$ cat src/rtl/cvsd_ref_pkg.sv
// Shared constants and helpers for the CVSD calibration pattern block.
// Assumes: pattern words are right-aligned in a PAT_W-bit vector and are
// sent most significant bit first.
package cvsd_ref_pkg;

    localparam int PAT_W = 40;
    localparam int IDX_W = $clog2(PAT_W);

    typedef enum logic [1:0] {
        PAT_16K_LOW = 2'd0,
        PAT_32K_LOW = 2'd1,
        PAT_16K_REF = 2'd2,
        PAT_32K_REF = 2'd3
    } pat_id_e;

    // Returns the right-aligned pattern word for a pattern code.
    function automatic logic [PAT_W-1:0] pat_word(input logic [1:0] id);
        case (pat_id_e'(id))
            PAT_16K_LOW: pat_word = 40'h00000DB492;
            PAT_32K_LOW: pat_word = 40'hDB54924AB6;
            PAT_16K_REF: pat_word = 40'h00000FB412;
            default:     pat_word = 40'hFDAA10255E;
        endcase
    endfunction

    // Returns the index of the last bit of the pattern. 16 kbps patterns have 20 bits.
    function automatic logic [IDX_W-1:0] pat_last(input logic [1:0] id);
        pat_last = id[0] ? IDX_W'(PAT_W - 1) : IDX_W'(PAT_W / 2 - 1);
    endfunction

endpackage

$ cat src/rtl/cvsd_pat_gen.sv
// Serial pattern source. It presents the current bit of the active pattern
// and advances one bit on each strobe. The requested code is adopted only
// when the last bit of a repetition is consumed.
// Assumes: stb is a single-cycle qualifier and sel_req is stable at the clock edge.
module cvsd_pat_gen
    import cvsd_ref_pkg::*;
(
    input  logic       clk,
    input  logic       rst_n,
    input  logic       stb,
    input  logic [1:0] sel_req,
    output logic       bit_o,
    output logic       applied_o
);

    logic [1:0]       cur_sel;
    logic [IDX_W-1:0] idx;
    logic [IDX_W-1:0] last_idx;
    logic [IDX_W-1:0] pos;
    logic [PAT_W-1:0] word;

    // Selects the bit of the active word that sits at the current position.
    always_comb begin
        last_idx = pat_last(cur_sel);
        word     = pat_word(cur_sel);
        pos      = last_idx - idx;
        bit_o    = word[pos];
    end

    // Advances the position and, at the boundary, adopts the requested pattern.
    always_ff @(posedge clk) begin
        if (!rst_n) begin
            cur_sel   <= 2'd0;
            idx       <= '0;
            applied_o <= 1'b0;
        end else if (stb) begin
            if (idx == last_idx) begin
                idx     <= '0;
                cur_sel <= sel_req;
                if (sel_req != cur_sel) applied_o <= 1'b1;
            end else begin
                idx <= idx + 1'b1;
            end
        end
    end

endmodule

$ cat src/rtl/cvsd_run3_det.sv
// Run-of-three detector. On a strobe, the sampled bit and the two bits
// sampled before it are compared. The decision is available at once for
// counting, and it is also registered and held until the next strobe.
// Assumes: no decision is made until two bits have been sampled since reset.
module cvsd_run3_det (
    input  logic clk,
    input  logic rst_n,
    input  logic stb,
    input  logic bit_i,
    output logic hit_now,
    output logic hit_q
);

    logic [1:0] hist;
    logic [1:0] fill;

    // Decision for the bit being sampled at this strobe.
    always_comb hit_now = (fill == 2'd2) && (bit_i == hist[0]) && (bit_i == hist[1]);

    // Shifts the history, counts how many bits have been seen, and holds the decision.
    always_ff @(posedge clk) begin
        if (!rst_n) begin
            hist  <= 2'b00;
            fill  <= 2'd0;
            hit_q <= 1'b0;
        end else if (stb) begin
            hist  <= {hist[0], bit_i};
            hit_q <= hit_now;
            if (fill != 2'd2) fill <= fill + 1'b1;
        end
    end

endmodule

$ cat src/rtl/cvsd_duty_win.sv
// Windowed duty counter. It counts strobes and true decisions over a window
// of 2^N strobes, then latches both counts and pulses done. N is sampled at
// reset and at each window end, and it is clamped to MAX_LOG2.
// Assumes: stb is a single-cycle qualifier.
module cvsd_duty_win #(
    parameter int MAX_LOG2 = 12,
    parameter int LOG2_W   = $clog2(MAX_LOG2 + 1),
    parameter int CW       = MAX_LOG2 + 1
) (
    input  logic              clk,
    input  logic              rst_n,
    input  logic              stb,
    input  logic              hit,
    input  logic [LOG2_W-1:0] log2_req,
    output logic              done,
    output logic [CW-1:0]     hits_o,
    output logic [CW-1:0]     total_o
);

    logic [LOG2_W-1:0] log2_clamped;
    logic [LOG2_W-1:0] cur_log2;
    logic [CW-1:0]     span;
    logic [CW-1:0]     seen;
    logic [CW-1:0]     acc;
    logic [CW-1:0]     acc_next;

    // Clamps the requested exponent and forms the window span and the next hit total.
    always_comb begin
        log2_clamped = (log2_req > LOG2_W'(MAX_LOG2)) ? LOG2_W'(MAX_LOG2) : log2_req;
        span         = CW'(1) << cur_log2;
        acc_next     = acc + CW'(hit);
    end

    // Accumulates over the window and latches the results at its last strobe.
    always_ff @(posedge clk) begin
        if (!rst_n) begin
            cur_log2 <= log2_clamped;
            seen     <= '0;
            acc      <= '0;
            done     <= 1'b0;
            hits_o   <= '0;
            total_o  <= '0;
        end else begin
            done <= 1'b0;
            if (stb) begin
                if (seen == span - 1'b1) begin
                    hits_o   <= acc_next;
                    total_o  <= span;
                    done     <= 1'b1;
                    seen     <= '0;
                    acc      <= '0;
                    cur_log2 <= log2_clamped;
                end else begin
                    seen <= seen + 1'b1;
                    acc  <= acc_next;
                end
            end
        end
    end

endmodule

$ cat src/rtl/cvsd_ref_top.sv
// Top of the CVSD calibration block. It holds the pattern source together
// with an independent run-of-three duty monitor on mon_bit.
// Assumes: all inputs are synchronous to clk, and bit_stb is high for one cycle per bit.
module cvsd_ref_top #(
    parameter int MAX_LOG2 = 12,
    parameter int LOG2_W   = $clog2(MAX_LOG2 + 1),
    parameter int CW       = MAX_LOG2 + 1
) (
    input  logic              clk,
    input  logic              rst_n,
    input  logic              bit_stb,
    input  logic [1:0]        pat_sel,
    input  logic [LOG2_W-1:0] win_log2,
    input  logic              mon_bit,
    output logic              ref_bit,
    output logic              pat_changed,
    output logic              ovl_flag,
    output logic              win_done,
    output logic [CW-1:0]     ovl_count,
    output logic [CW-1:0]     win_total
);

    logic hit_now;

    cvsd_pat_gen u_gen (
        .clk       (clk),
        .rst_n     (rst_n),
        .stb       (bit_stb),
        .sel_req   (pat_sel),
        .bit_o     (ref_bit),
        .applied_o (pat_changed)
    );

    cvsd_run3_det u_det (
        .clk     (clk),
        .rst_n   (rst_n),
        .stb     (bit_stb),
        .bit_i   (mon_bit),
        .hit_now (hit_now),
        .hit_q   (ovl_flag)
    );

    cvsd_duty_win #(
        .MAX_LOG2 (MAX_LOG2),
        .LOG2_W   (LOG2_W),
        .CW       (CW)
    ) u_win (
        .clk      (clk),
        .rst_n    (rst_n),
        .stb      (bit_stb),
        .hit      (hit_now),
        .log2_req (win_log2),
        .done     (win_done),
        .hits_o   (ovl_count),
        .total_o  (win_total)
    );

endmodule

$ cat config.mk
export PLATFORM = sky130hd
export DESIGN_NAME = cvsd_ref_top
export DESIGN_NICKNAME = d
export VERILOG_FILES = /design/src/rtl/cvsd_ref_pkg.sv /design/src/rtl/cvsd_pat_gen.sv /design/src/rtl/cvsd_run3_det.sv /design/src/rtl/cvsd_duty_win.sv /design/src/rtl/cvsd_ref_top.sv
export SDC_FILE = /design/constraint.sdc
export NUM_CORES = 1
export LEC_CHECK = 0
export BUFFER_PORTS_ARGS = -buffer_cell sky130_fd_sc_hd__buf_4
export CORE_MARGIN = 3
export CORE_UTILIZATION = 55
export DETAILED_ROUTE_END_ITERATION = 8
export GPL_TIMING_DRIVEN = 1
export HOLD_SLACK_MARGIN = 0.08
export PLACE_DENSITY_LB_ADDON = 0.2
export SYNTH_ARGS = -nofsm -noshare
export SYNTH_HDL_FRONTEND = slang
export SYNTH_SLANG_ARGS = --single-unit
$ cat constraint.sdc
create_clock -name clk -period 4.4 [get_ports clk]
set_input_delay 0.22 -clock clk [delete_from_list [all_inputs] [get_ports clk]]
set_output_delay 0.22 -clock clk [all_outputs]
set_load 0.01 [all_outputs]
==> results of run 1 <==
==> power by group through the flow <==
stage / clock, mW / sequential [mW] / combinational, mW
final: 0.508 / 0.679 / 0.151
after global routing: 0.546 / 0.682 / 0.169
after CTS: 0.520 / 0.679 / 0.151
after detailed placement: 0 / 0.694 / 0.149
after global placement: 0 / 0.693 / 0.145
after floorplan: 0 / 0.683 / 0.122
==> synthesized netlist by cell type (6+ instances only) <==
| library cell | n |
|---|---|
| nand4_1 | 10 |
| o21a_1 | 9 |
| nand3b_1 | 6 |
| mux2i_1 | 35 |
| xor2_1 | 13 |
| nor2b_1 | 11 |
| a31oi_1 | 8 |
| or3_1 | 6 |
| inv_1 | 12 |
| xnor2_1 | 25 |
| and3_1 | 20 |
| nand2b_1 | 9 |
| nor2_1 | 30 |
| nand3_1 | 19 |
| ha_1 | 14 |
| o21ai_0 | 9 |
| dfxtp_1 | 67 |
| nand2_1 | 70 |
| clkbuf_1 | 25 |
| a32oi_1 | 6 |
| buf_2 | 9 |
| a21oi_1 | 14 |
==> logic make-up (layout without fill, tap and decap cells) <==
group           after synthesis  count (layout)
xor+xnor                     38              38
fa+ha+maj                    14              14
simple gates                209             209
mux                          35              35
flops                        71              71
buf+inv                      52              79
compound gates               81              81
==> sequential cells by signal (all words and copies together), names as in the netlist <==
signal	cells
u_det.hit_q	1
u_win.total_o	13
u_gen.idx	6
u_det.hist	2
u_gen.cur_sel	2
u_win.hits_o	13
u_win.cur_log2	4
u_det.fill	2
u_gen.applied_o	1
u_win.done	1
u_win.acc	13
u_win.seen	13
==> path summary, 6_finish.rpt <==
path                     startpoint                to  depth (start not counted)
setup / recovery  u_win.cur_log2[0]   u_win.hits_o[2]                         11
hold / removal           pat_sel[0]  u_gen.cur_sel[0]                          3
setup reg to reg  u_win.cur_log2[0]   u_win.hits_o[2]                         11
hold reg to reg    u_win.total_o[5]  u_win.total_o[5]                          2
==> through the flow <==
stage                     hold WS (ns)  instance area (um^2)  instances  util, %
after global routing            0.1679                  4755        626    64.52
after CTS                       0.1173                  4755        626    64.52
after global placement          0.4159                  4544        608    61.66
after floorplan                 0.3672                  4240        500        -
after detailed placement        0.4161                  4544        608    61.66
final                           0.1283                  4755        626    64.52
==> layout by cell type, fill, tap and decap left out, types with 10 or more instances in the layout <==
cell type / count
a21oi_1: 14
nand2_1: 70
nand3_1: 19
nand4_1: 10
clkbuf_8: 10
dfxtp_1: 67
and3_1: 20
inv_1: 12
xor2_1: 13
ha_1: 14
mux2i_1: 35
nor2b_1: 11
nor2_1: 30
xnor2_1: 25
buf_4: 48
==> layer usage <==
layer | vias to the layer above | track usage (%) | part of all wire [%] | routed length, um
li1 | 1823 | - | - | -
met1 | 1685 | 29.68 | 47 | 4149
met2 | 80 | 33.12 | 47 | 4139
met3 | 11 | 4.167 | 4.1 | 358
met4 | 0 | 7.100 | 1.3 | 117
met5 | - | 0 | 0 | 0
==> layout make-up <==
type                            count  share of cell area [%]
Clock buffer                       12                   3.053
Clock inverter                      4                  0.9474
Inverter                           13                   1.026
Multi-Input combinational cell    377                   53.63
Sequential cell                    71                   30.74
Tap cell                           99                   2.605
Timing Repair Buffer               50                   8.000
==> timing repair <==
item	in CTS	in global routing
hold endpoints to repair	2	0
hold buffers	2	0
resized for setup	0	0
==> critical path, cell delays in order, from the launching register on <==
cell,delay [ns]
edfxtp_1,0.59
nor4_2,0.50
inv_1,0.09
ha_1,0.41
nor4b_1,0.43
a2bb2oi_1,0.12
a2111oi_1,0.57
a2111oi_4,0.10
buf_4,0.23
nand4_1,0.12
buf_4,0.28
mux2i_1,0.22
==> key figures, run 1 <==
Status
  – Outcome: complete, no violations

Routing
  – DRT iter0 DRCs: 227
  – Routed wire length: 8.765 mm
  – Drt drc: 0
  – Via/cell ratio: 5.749
  – Post-DR wirelength/cell: 14.00 um
  – Final ANT Viol Nets: 0
  – Via Count: 3599
  – Drt first pass iters: 5

Power
  – Pwr/cell area: 281.4 nW/um^2
  – Power Internal: 995.4 uW
  – Switching power: 342.7 uW
  – Clock share of power: 37.9%
  – Maximum VDD drop: 0.1443 mV
  – Sw Ratio: 25.61%
  – Power, Total: 1.338 mW
  – Sequential fraction of design power: 50.8%
  – Leak: 2.024 nW
  – Comb pwr share: 11.3%

Timing
  – Final setup violating endpoints: 0
  – Final Max Tran Viols: 0
  – Fin Setup TNS: 0 ns
  – Final min period: 3.743 ns
  – Peak Freq: 267.1 MHz
  – Tcrit/Tclk final: 85.08%
  – Max Clock Skew: 0.009436 ns
  – Slew @ Worst Pin: 0.6945 ns
  – Final setup margin: 0.6567 ns
  – RSZ-0062 raised after global routing: no
  – Relative slew slack: 53.70%
  – Final hold vios: 0

Floorplanning
  – Core Rows: 31
  – DIE HEIGHT: 93.81 um
  – Die Width: 93.81 um
  – Core area: 7370 um^2
  – Top Ports: 40
  – Initial Utilization: 57.54%
  – Die area: 8799 um^2

Global route
  – Grt total ovfl: 0
  – Number of global-route vias before repair: 3314
  – First-pass GRT wire length: 15.37 mm
  – Initial antenna violation count: 0
  – Largest net degree at the start of global routing: 77
  – Total GRT Usage: 21.35%

Final layout
  – # diodes: 0
  – Final #Nets: 546
  – Sequential cell area: 1461 um^2
  – Multi-input logic area: 2550 um^2
  – Area Overhead vs Synth: 12.13%
  – Fill cells: 653
  – Layout cell share with drive strength beyond 1: 13.66%

Worst setup path
  – CP required: 4.67 ns
  – Reg-to-reg slack, setup: 0.66 ns
  – CP Max Fanout: 18
  – Type of origin of the critical path: flip-flop
  – Crit path arrival time: 4.01 ns
  – Critical Path Sink Type: flip-flop
  – Critical path class: flip-flop to flip-flop

Yosys
  – Complex-gate fraction of the synthesized area: 14.25%
  – Biggest area consumer among synthesized cells: dfxtp_1
  – Post-synth EDFFs: 4
  – Synth warnings: 0
  – Adder-Cell Fraction of Synth Area: 4.131%
  – Ys async rst share: 0%
  – Synth unique cells: 62
  – Post-synthesis mux area share: 8.262%
  – Synth Register Bits: 71
  – Most used DFF post-synth: dfxtp_1
  – Syn avg cell area: 8.481 um^2
  – Sequential area share after synthesis: 34.46%
  – Yosys top cell area share: 31.63%
  – Xor/xnor share of the synthesized area: 7.849%
  – Top cells by area, synth: dfxtp_1 (32%), mux2i_1 (8.3%), nand2_1 (6.2%), xnor2_1 (5.2%), ha_1 (4.1%)
  – Synth Instances: 500
  – Largest family of logic cells by synthesized area: simple AND/OR/NAND/NOR gates
  – Synth Area in Simple Gates: 25.64%
  – Syn_nets: 524
  – Mapped cell area: 4240 um^2

Clock tree
  – CTS sink count: 71
  – Max clock buf depth: 2
  – Worst-Skew Late Latency: 0.35 ns
  – Clock root buffer: clkbuf_8
  – CTS buffer count: 9
  – Setup Buffers After CTS: 0
  – H-tree levels: 3
  – Clk slew on worst S/H paths: 0.07 ns
  – CTS tree: done

Place
  – PortBufs: 39
  – Gp weighted congestion: 0.7997
  – Placement Setup Slack: 0.7094 ns
  – DP HPWL: 6.127 mm

Run
  – Max-Cap Viols: 0

Worst hold path
  – Worst hold path type: input port to flip-flop
Power figures use the tool's default switching activity.
==> run 2, diff against run 1 <==
- PLACE_DENSITY_LB_ADDON: 0.2 -> 0.1
==> run 2 against run 1 <==
Compared with the run above: register-to-register slack about the same; core utilization down 0.085 points; clock power down 7.9%; sequential power about the same; via count about the same.
==> key figures, run 2 (same netlist as run 1, synthesis figures left out) <==
Clock tree
  – CTS sink count: 71
  – Clock root buffer: clkbuf_8
  – Worst-Skew Late Latency: 0.34 ns
  – # resized after CTS: 0
  – H-tree levels: 3
  – CTS tree: done
  – Clk slew on worst S/H paths: 0.08 ns
  – CTS buffer count: 9
  – Max clock buf depth: 2

Floorplanning
  – Top Ports: 40
  – DIE HEIGHT: 93.81 um
  – Core Rows: 31
  – Die Width: 93.81 um
  – Die area: 8799 um^2
  – Core area: 7370 um^2
  – Initial Utilization: 57.54%

Timing
  – Final Max Tran Viols: 0
  – Final setup violating endpoints: 0
  – Final min period: 3.745 ns
  – RSZ-0062 raised after global routing: no
  – Tcrit/Tclk final: 85.12%
  – Final hold vios: 0
  – Fin Setup TNS: 0 ns
  – Max Clock Skew: 0.01157 ns
  – Relative slew slack: 53.40%
  – Peak Freq: 267.0 MHz
  – Slew @ Worst Pin: 0.6990 ns

Worst setup path
  – Crit Reg-Reg Startpoint: u_win.cur_log2[0]
  – CP Max Fanout: 26
  – CP required: 4.66 ns
  – CP Cell Sequence: buf_4 > nor4_2 > inv_1 > ha_1 > nor4b_1 > a2bb2oi_1 > a2111oi_1 > a2111oi_4 > buf_4 > nand4_1 > buf_4 > mux2i_1
  – Critical Path Sink Type: flip-flop
  – Delay of the slowest cell on the worst path: 0.56 ns
  – Most frequent CP cell: buf_4
  – Slowest CP cell: a2111oi_1
  – Type of origin of the critical path: flip-flop
  – Crit path from: u_win.cur_log2[0]
  – Critical path class: flip-flop to flip-flop
  – Crit path arrival time: 4.00 ns

Worst hold path
  – Worst hold path type: input port to flip-flop
  – Min-delay src: mon_bit

Routing
  – Via Count: 3600
  – Drt first pass iters: 6
  – Drt drc: 0
  – DRT iter0 DRCs: 239
  – Routed wire length: 9.070 mm
  – Post-DR wirelength/cell: 14.47 um
  – Via/cell ratio: 5.742
  – Final ANT Viol Nets: 0

Global route
  – Largest net degree at the start of global routing: 77
  – Total GRT Usage: 21.51%
  – Grt total ovfl: 0
  – First-pass GRT wire length: 15.29 mm
  – Number of global-route vias before repair: 3270
  – Initial antenna violation count: 0

Status
  – Outcome: complete, no violations

Power
  – Pwr/cell area: 273.8 nW/um^2
  – Maximum VDD drop: 0.2300 mV
  – Leak: 2.018 nW

Final layout
  – Final #Nets: 547
  – Finished Cell Area: 4748 um^2
  – Area Overhead vs Synth: 11.98%
  – Commonest cells after routing, fill and taps aside: nand2_1 (70), dfxtp_1 (67), buf_4 (49), mux2i_1 (35), nor2_1 (30)
  – Commonest non-fill, non-tap cell in the layout: nand2_1
  – Layout cell share with drive strength beyond 1: 13.83%
  – # diodes: 0

Place
  – DP HPWL: 6.204 mm
  – Area after DPL: 4552 um^2
  – Gp weighted congestion: 0.8117
  – PortBufs: 39

Run
  – Max-Cap Viols: 0
## run 2: cell count changes in the layout (fill, tap and decap cells not counted), sizes merged
cell | previous run | this run
clkbuf | 12 | 13
buf | 48 | 49
clkinv | 4 | 3
bufinv | 1 | 0
clkinvlp | 0 | 1
## run 2: report_power, final
group	switching [mW]	total (mW)	internal, mW
clock network	0.234	0.468	0.234
logic	0.0932	0.155	0.0616
registers	0.0179	0.677	0.659
total	0.345	1.30	0.955
## run 2: final timing paths
| path | endpoint | cells past startpoint | slack (ns) |
|---|---|---|---|
| setup / recovery | u_win.hits_o[7] | 12 | 0.65 |
| hold / removal | u_det.hist[0] | 3 | 0.13 |
| setup reg to reg | u_win.hits_o[7] | 12 | 0.65 |
| hold reg to reg | u_win.total_o[2] | 2 | 0.46 |
## run 2: area by class of cell
cell class	instances	area, um^2
fill	658	2621
tap	99	123.9
inverter	13	48.80
multi-input combinational	377	2550
clock inverter	3	17.52
clock buffer	13	158.9
timing repair buffer	51	387.9
sequential	71	1461
## run 2: repair_timing
item / in CTS / in global routing
setup buffers: 0 / 0
endpoints found under the hold margin: 2 / 0
hold buffers: 2 / 0
## run 2: metal layers
metal,global-route usage [%],part of all wire (%),up-vias
li1,-,-,1815
met1,29.36,47,1714
met2,33.59,48,62
met3,3.526,3.8,9
met5,0,0,-
met4,9.025,0.92,0
## run 2: through the flow
stage	worst slack [ns]	total power, mW	util, %	hold WS, ns	std cells
finish	0.6545	1.300	64.43	0.1315	627
detailed placement	0.6357	0.8434	61.77	0.4145	609
global route	0.2821	1.366	64.43	0.1512	627
CTS	0.6198	1.310	64.43	0.1222	627
floorplan	1.081	0.8047	-	0.3672	500
global placement	0.8562	0.8396	61.77	0.4129	609
## run 2: worst max-delay path, delay by kind of cell, from the launching register on
| kind | cells | cell delay, ns |
|---|---|---|
| flip-flops | 1 | 0.36 |
| buffers and inverters | 4 | 0.92 |
| multiplexers | 1 | 0.26 |
| AND/OR/NAND/NOR | 3 | 0.97 |
| adder cells (fa/ha/maj) | 1 | 0.39 |
| AO/OA/AOI/OAI | 3 | 0.76 |
